$ cat src/rtl/dcc_pkg.sv
package dcc_pkg;

  typedef enum logic {
    ST_IDLE = 1'b0,
    ST_RUN  = 1'b1
  } ctrlState_t;

  typedef struct packed {
    logic load;
    logic step;
    logic last;
  } dpStrobe_t;

  localparam int UNS_BASE      = 38;
  localparam int UNS_OVF_HALF  = 5;
  localparam int SGN_BASE      = 6;
  localparam int SGN_OVF_EXTRA = 2;
  localparam int SGN_BODY      = 55;

endpackage

$ cat src/rtl/dcc_control.sv
module dcc_control
  import dcc_pkg::*;
#(
  parameter int DIVISOR_W = 16
) (
  input  logic      clk,
  input  logic      rstN,
  input  logic      start,
  input  logic      signedMode,
  input  logic      quickExit,
  output dpStrobe_t strobe,
  output logic      busy,
  output logic      done
);

  localparam int UNS_STEPS = DIVISOR_W - 1;
  localparam int SGN_STEPS = DIVISOR_W;
  localparam int STEP_W    = $clog2(SGN_STEPS + 1);

  ctrlState_t  state;
  logic [STEP_W-1:0] stepCnt;
  logic [STEP_W-1:0] stepLim;
  logic              doneReg;
  logic              isLast;

  assign isLast = (state == ST_RUN) && (stepCnt == stepLim - STEP_W'(1));

  always_comb begin
    strobe.load = (state == ST_IDLE) && start;
    strobe.step = (state == ST_RUN);
    strobe.last = isLast;
  end

  always_ff @(posedge clk) begin
    if (!rstN) begin
      state   <= ST_IDLE;
      stepCnt <= '0;
      stepLim <= '0;
      doneReg <= 1'b0;
    end else begin
      doneReg <= 1'b0;
      case (state)
        ST_IDLE: begin
          if (start) begin
            if (quickExit) begin
              doneReg <= 1'b1;
            end else begin
              state   <= ST_RUN;
              stepCnt <= '0;
              stepLim <= signedMode ? STEP_W'(SGN_STEPS) : STEP_W'(UNS_STEPS);
            end
          end
        end
        ST_RUN: begin
          stepCnt <= stepCnt + STEP_W'(1);
          if (isLast) begin
            state   <= ST_IDLE;
            doneReg <= 1'b1;
          end
        end
        default: state <= ST_IDLE;
      endcase
    end
  end

  assign busy = (state == ST_RUN);
  assign done = doneReg;

endmodule

$ cat src/rtl/dcc_datapath.sv
module dcc_datapath
  import dcc_pkg::*;
#(
  parameter int DIVISOR_W = 16,
  parameter int CNT_W     = 8
) (
  input  logic                   clk,
  input  logic                   rstN,
  input  dpStrobe_t              strobe,
  input  logic                   signedMode,
  input  logic [2*DIVISOR_W-1:0] dividend,
  input  logic [DIVISOR_W-1:0]   divisor,
  output logic                   quickExit,
  output logic [CNT_W-1:0]       count
);

  localparam int DVD_W = 2 * DIVISOR_W;

  // load-time decode
  logic             dvdNeg;
  logic             dvsNeg;
  logic [DVD_W-1:0] absDvd;
  logic [DIVISOR_W-1:0] absDvs;
  logic             dvsZero;
  logic             hiOverflow;
  logic [CNT_W-1:0] quickHalf;
  logic [CNT_W-1:0] loopStart;

  assign dvdNeg     = signedMode & dividend[DVD_W-1];
  assign dvsNeg     = signedMode & divisor[DIVISOR_W-1];
  assign absDvd     = dvdNeg ? (~dividend + DVD_W'(1)) : dividend;
  assign absDvs     = dvsNeg ? (~divisor + DIVISOR_W'(1)) : divisor;
  assign dvsZero    = (divisor == '0);
  assign hiOverflow = (absDvd[DVD_W-1:DIVISOR_W] >= absDvs);
  assign quickExit  = dvsZero | hiOverflow;

  always_comb begin
    if (dvsZero)
      quickHalf = '0;
    else if (signedMode)
      quickHalf = CNT_W'(SGN_BASE + SGN_OVF_EXTRA) + CNT_W'(dvdNeg);
    else
      quickHalf = CNT_W'(UNS_OVF_HALF);
  end

  always_comb begin
    if (!signedMode)
      loopStart = CNT_W'(UNS_BASE);
    else if (dvsNeg)
      loopStart = CNT_W'(SGN_BASE + SGN_BODY) + CNT_W'(dvdNeg);
    else if (dvdNeg)
      loopStart = CNT_W'(SGN_BASE + SGN_BODY + 2);
    else
      loopStart = CNT_W'(SGN_BASE + SGN_BODY - 1);
  end

  // shared shift-subtract step
  logic [DVD_W-1:0]     work;
  logic [DIVISOR_W-1:0] dvsReg;
  logic                 modeReg;
  logic [CNT_W-1:0]     acc;
  logic [CNT_W-1:0]     countReg;

  logic                 carryOut;
  logic [DVD_W-1:0]     shifted;
  logic [DIVISOR_W-1:0] hiShift;
  logic                 qBit;
  logic [DIVISOR_W-1:0] hiNext;
  logic [DVD_W-1:0]     workNext;
  logic [1:0]           accInc;
  logic [CNT_W-1:0]     accNext;

  assign carryOut = work[DVD_W-1];
  assign shifted  = {work[DVD_W-2:0], 1'b0};
  assign hiShift  = shifted[DVD_W-1:DIVISOR_W];
  assign qBit     = carryOut | (hiShift >= dvsReg);
  assign hiNext   = qBit ? (hiShift - dvsReg) : hiShift;
  assign workNext = {hiNext, shifted[DIVISOR_W-1:0]};

  always_comb begin
    if (modeReg)
      accInc = (!qBit && !strobe.last) ? 2'd1 : 2'd0;
    else if (carryOut)
      accInc = 2'd0;
    else
      accInc = qBit ? 2'd1 : 2'd2;
  end

  assign accNext = acc + CNT_W'(accInc);

  always_ff @(posedge clk) begin
    if (!rstN) begin
      work     <= '0;
      dvsReg   <= '0;
      modeReg  <= 1'b0;
      acc      <= '0;
      countReg <= '0;
    end else if (strobe.load) begin
      work    <= absDvd;
      dvsReg  <= absDvs;
      modeReg <= signedMode;
      acc     <= loopStart;
      if (quickExit)
        countReg <= {quickHalf[CNT_W-2:0], 1'b0};
    end else if (strobe.step) begin
      work <= workNext;
      acc  <= accNext;
      if (strobe.last)
        countReg <= {accNext[CNT_W-2:0], 1'b0};
    end
  end

  assign count = countReg;

endmodule

$ cat src/rtl/dcc_divcycles.sv
module dcc_divcycles
  import dcc_pkg::*;
#(
  parameter int DIVISOR_W = 16,
  parameter int CNT_W     = 8
) (
  input  logic                   clk,
  input  logic                   rstN,
  input  logic                   start,
  input  logic                   signedMode,
  input  logic [2*DIVISOR_W-1:0] dividend,
  input  logic [DIVISOR_W-1:0]   divisor,
  output logic                   busy,
  output logic                   done,
  output logic [CNT_W-1:0]       count
);

  dpStrobe_t strobe;
  logic      quickExit;

  dcc_control #(.DIVISOR_W(DIVISOR_W)) u_ctrl (
    .clk        (clk),
    .rstN       (rstN),
    .start      (start),
    .signedMode (signedMode),
    .quickExit  (quickExit),
    .strobe     (strobe),
    .busy       (busy),
    .done       (done)
  );

  dcc_datapath #(.DIVISOR_W(DIVISOR_W), .CNT_W(CNT_W)) u_dp (
    .clk        (clk),
    .rstN       (rstN),
    .strobe     (strobe),
    .signedMode (signedMode),
    .dividend   (dividend),
    .divisor    (divisor),
    .quickExit  (quickExit),
    .count      (count)
  );

endmodule

$ cat config.mk
export PLATFORM = sky130hd
export DESIGN_NAME = dcc_divcycles
export DESIGN_NICKNAME = d
export VERILOG_FILES = /design/src/rtl/dcc_pkg.sv /design/src/rtl/dcc_control.sv /design/src/rtl/dcc_datapath.sv /design/src/rtl/dcc_divcycles.sv
export SDC_FILE = /design/constraint.sdc
export NUM_CORES = 1
export LEC_CHECK = 0
export BUFFER_PORTS_ARGS = -buffer_cell sky130_fd_sc_hd__buf_2
export CAP_MARGIN = 15
export CELL_PAD_IN_SITES_DETAIL_PLACEMENT = 1
export CELL_PAD_IN_SITES_GLOBAL_PLACEMENT = 1
export CORE_MARGIN = 1.5
export CORE_UTILIZATION = 48
export DETAILED_ROUTE_END_ITERATION = 8
export GPL_TIMING_DRIVEN = 0
export HOLD_SLACK_MARGIN = 0.15
export PLACE_DENSITY = 0.92
export SYNTH_ARGS = -nofsm -noshare
export SYNTH_HDL_FRONTEND = slang
export SYNTH_SLANG_ARGS = --single-unit
$ cat constraint.sdc
create_clock -name clk -period 5.2 [get_ports clk]
set_input_delay 0.26 -clock clk [delete_from_list [all_inputs] [get_ports clk]]
set_output_delay 0.26 -clock clk [all_outputs]
set_load 0.1 [all_outputs]
==> flow_summary.ini <==
[global_routing]
grt_pass1_wl_mm = 31.2
grt_max_degree = 12
top_usage_layer = met2
antenna_found_initial = 0
grtUsageMet1 = 0.409
grt_pass1_vias = 5910
grtUsageTotal = 0.345
overflow = 0
globalRouteMet2Util = 0.592
grtUsageMet3 = 0.0723

[synth]
ys_seq_area_frac = 0.267
syn_inst = 688
synth-warning-count = 0
synth-edff-count = 0
synth_fp_nets = 779
async_reset_ff_frac = 0
synth.distinct_cells = 69
ys_ff_latch = 72
syn_avg_cell_area_sq_um = 7.85
synth-main-ff-cell = dfxtp_1
syn_area_sq_um = 5400

[clocking]
clock_latency_ns = 0.37
root_buffer = clkbuf_8
cts_sinks = 72
clkSlewWorstSetupHoldPaths_ns = 0.08
cts-buffers-inserted = 9
clk_path_buf_depth = 2
htreeDepth = 3
post_cts_resized = 0
tritoncts = yes
ctsHoldBuffers = 0
post_cts_buffers = 0

[worst_setup_path]
worstSetupEndpointType = register
crit_fanout = 7
critPathKind = in2reg
cp_data_arrival_time_ns = 4.57
worst_setup_path_start_kind = input port
cp.required_ns = 5.44

[sta]
setup_ws_ns = 0.864
period_needed_ns = 4.34
rsz0062_at_grt = no
setup-tns-final_ns = 0
slew_violations = 0
finalHoldViolations = 0
fmax_mhz = 231
finalSetupViolCount = 0
fin_crit_sh = 0.834
timing.slew.headroom = 0.298
fin_skew_ns = 0.00847
max_slew.worst_pin.slew_ns = 1.05

[cells_and_area]
layout.cells.non_filler = 902
final_common_cell = nor2_1
fin_nets = 850
syn_to_final_growth_pct = 12.0
final_area_sq_um = 6050
final_cell_mix = nor2_1 (77), dfxtp_1 (72), buf_2 (63), a21oi_1 (63), nand2_1 (48)
antenna_cells = 0
final_util = 0.556
drive_gt1_frac = 0.122

[placement]
port_buffers = 60
hpwl_mm = 15.3
place_inst = 888
detailed_place.area_sq_um = 5880
place_ws_ns = 0.593
place.gp.congestion = 0.935

[power_and_ir_drop]
power_density_nw_per_um2 = 348
ir_drop_uv = 147
p_leak_nw = 2.43

[outcome]
status = finished clean

[floorplan]
die_x_um = 109
start_util = 0.496
coreArea_sq_um = 10900
die-area_sq_um = 11900
rows = 38
die_height_um = 109
pin_count = 62

[routing]
drc_errors = 0
vias = 5740
vias_per_cell = 6.36
drtPass1Iterations = 7
detail-route-antenna-nets = 0
drt_iter0_markers = 313
wl_mm = 19.5
detail_route.wl_per_cell_um = 21.6

[worst_hold_path]
min_path_type = in2reg

[run]
drv_cap = 0
path summary, 6_finish.rpt:
| path | startpoint | cells past startpoint | slack [ns] | endpoint |
|---|---|---|---|---|
| min | dividend[0] | 3 | 0.20 | u_dp.work[0]$_SDFFE_PN0P_ |
| max | dividend[0] | 17 | 0.86 | u_ctrl.stepLim[4]$_SDFFE_PN0P_ |
| max reg2reg | u_dp.work[15]$_SDFFE_PN0P_ | 18 | 1.05 | u_dp.count[7]$_SDFFE_PN0P_ |
| min reg2reg | u_dp.work[12]$_SDFFE_PN0P_ | 2 | 0.46 | u_dp.work[13]$_SDFFE_PN0P_ |
state kept, by name, indices dropped and copies added (netlist names):
name and cells:
u_dp.work 32, u_ctrl.stepLim 2, u_ctrl.busy 1, u_ctrl.stepCnt 5
u_dp.count 7, u_ctrl.done 1, u_dp.dvsReg 16, u_dp.acc 7
u_dp.modeReg 1
power by group:
part	internal [W]	switching [W]	leakage [nW]	total (W)
clock	0.000213	0.000221	0.0945	0.000434
sequential	0.000616	0.0000581	0.593	0.000674
combinational	0.000368	0.000630	1.74	0.000998
total	0.00120	0.000908	2.43	0.00211
stage by stage:
| step | power, W | hold WS [ns] |
|---|---|---|
| 6_report | 0.00211 | 0.201 |
| 5_1_grt | 0.00222 | 0.216 |
| 4_1_cts | 0.00208 | 0.204 |
| 3_5_place_dp | 0.00164 | 0.446 |
| 3_3_place_gp | 0.00158 | 0.434 |
| 2_1_floorplan | 0.00136 | 0.396 |
worst max-delay path, cell delays in order:
cell      delay (ns)
buf_2           0.12
inv_1           0.05
ha_1            0.18
or4b_1          0.57
or3_1           0.37
buf_2           0.20
nor2_1          0.10
a21oi_1         0.09
xor2_1          0.33
ha_1            0.35
and4_1          0.20
a21oi_1         0.17
o211ai_1        0.10
a211oi_1        0.87
nand2_1         0.30
mux2i_1         0.24
nor2_1          0.06
metal layers:
| layer | routed length (um) | up-vias |
|---|---|---|
| met5 | 0 | - |
| met4 | 704 | 0 |
| met3 | 1250 | 71 |
| met2 | 9510 | 235 |
| met1 | 8000 | 2787 |
| li1 | - | 2647 |
cell usage after synthesis, types with 3 or more instances:
cell type,instances,area (sq um)
nand2_1,48,180
a21o_1,3,22.5
nor3_1,8,40.0
o221ai_1,6,52.6
or2_2,4,25.0
a31oi_1,7,43.8
o41ai_1,3,26.3
and2_1,4,25.0
buf_2,3,15.0
mux2i_1,19,190
o21ai_1,16,80.1
buf_1,6,22.5
nand2b_1,8,50.1
a211o_1,3,26.3
o31ai_1,9,67.6
a21oi_1,63,315
nand4_1,7,43.8
a311oi_1,8,70.1
a211oi_1,26,195
or3_1,12,75.1
xor2_1,30,263
o211ai_1,7,52.6
nor2b_1,8,50.1
o21a_1,7,52.6
clkbuf_1,28,105
xnor2_1,30,263
inv_1,30,113
dfxtp_1,72,1440
o22ai_1,6,37.5
nor4_1,3,18.8
nand3_1,20,100
or4_1,3,22.5
ha_1,37,463
and4_1,3,26.3
nor2_1,77,289
o21ai_0,22,110
final cells by class:
type,count,area (sq um)
Buffer,38,150
Clock buffer,9,124
Clock inverter,5,50.0
Fill cell,1384,4840
Inverter,30,113
Multi-Input combinational cell,548,3700
Sequential cell,72,1440
Tap cell,140,175
Timing Repair Buffer,60,300
logic make-up (layout without fill, tap and decap cells):
group	Yosys count	count (layout)	share of synthesized area
and+or+nand+nor	223	223	0.207
buffers and inverters	68	142	0.0486
other	1	1	0.000694
adders and majority gates	39	39	0.0931
AOI/OAI and AO/OA	204	204	0.247
DFF	72	72	0.267
muxes	21	21	0.0394
xor gates and xnor gates	60	60	0.0973
Power figures use the tool's default switching activity.
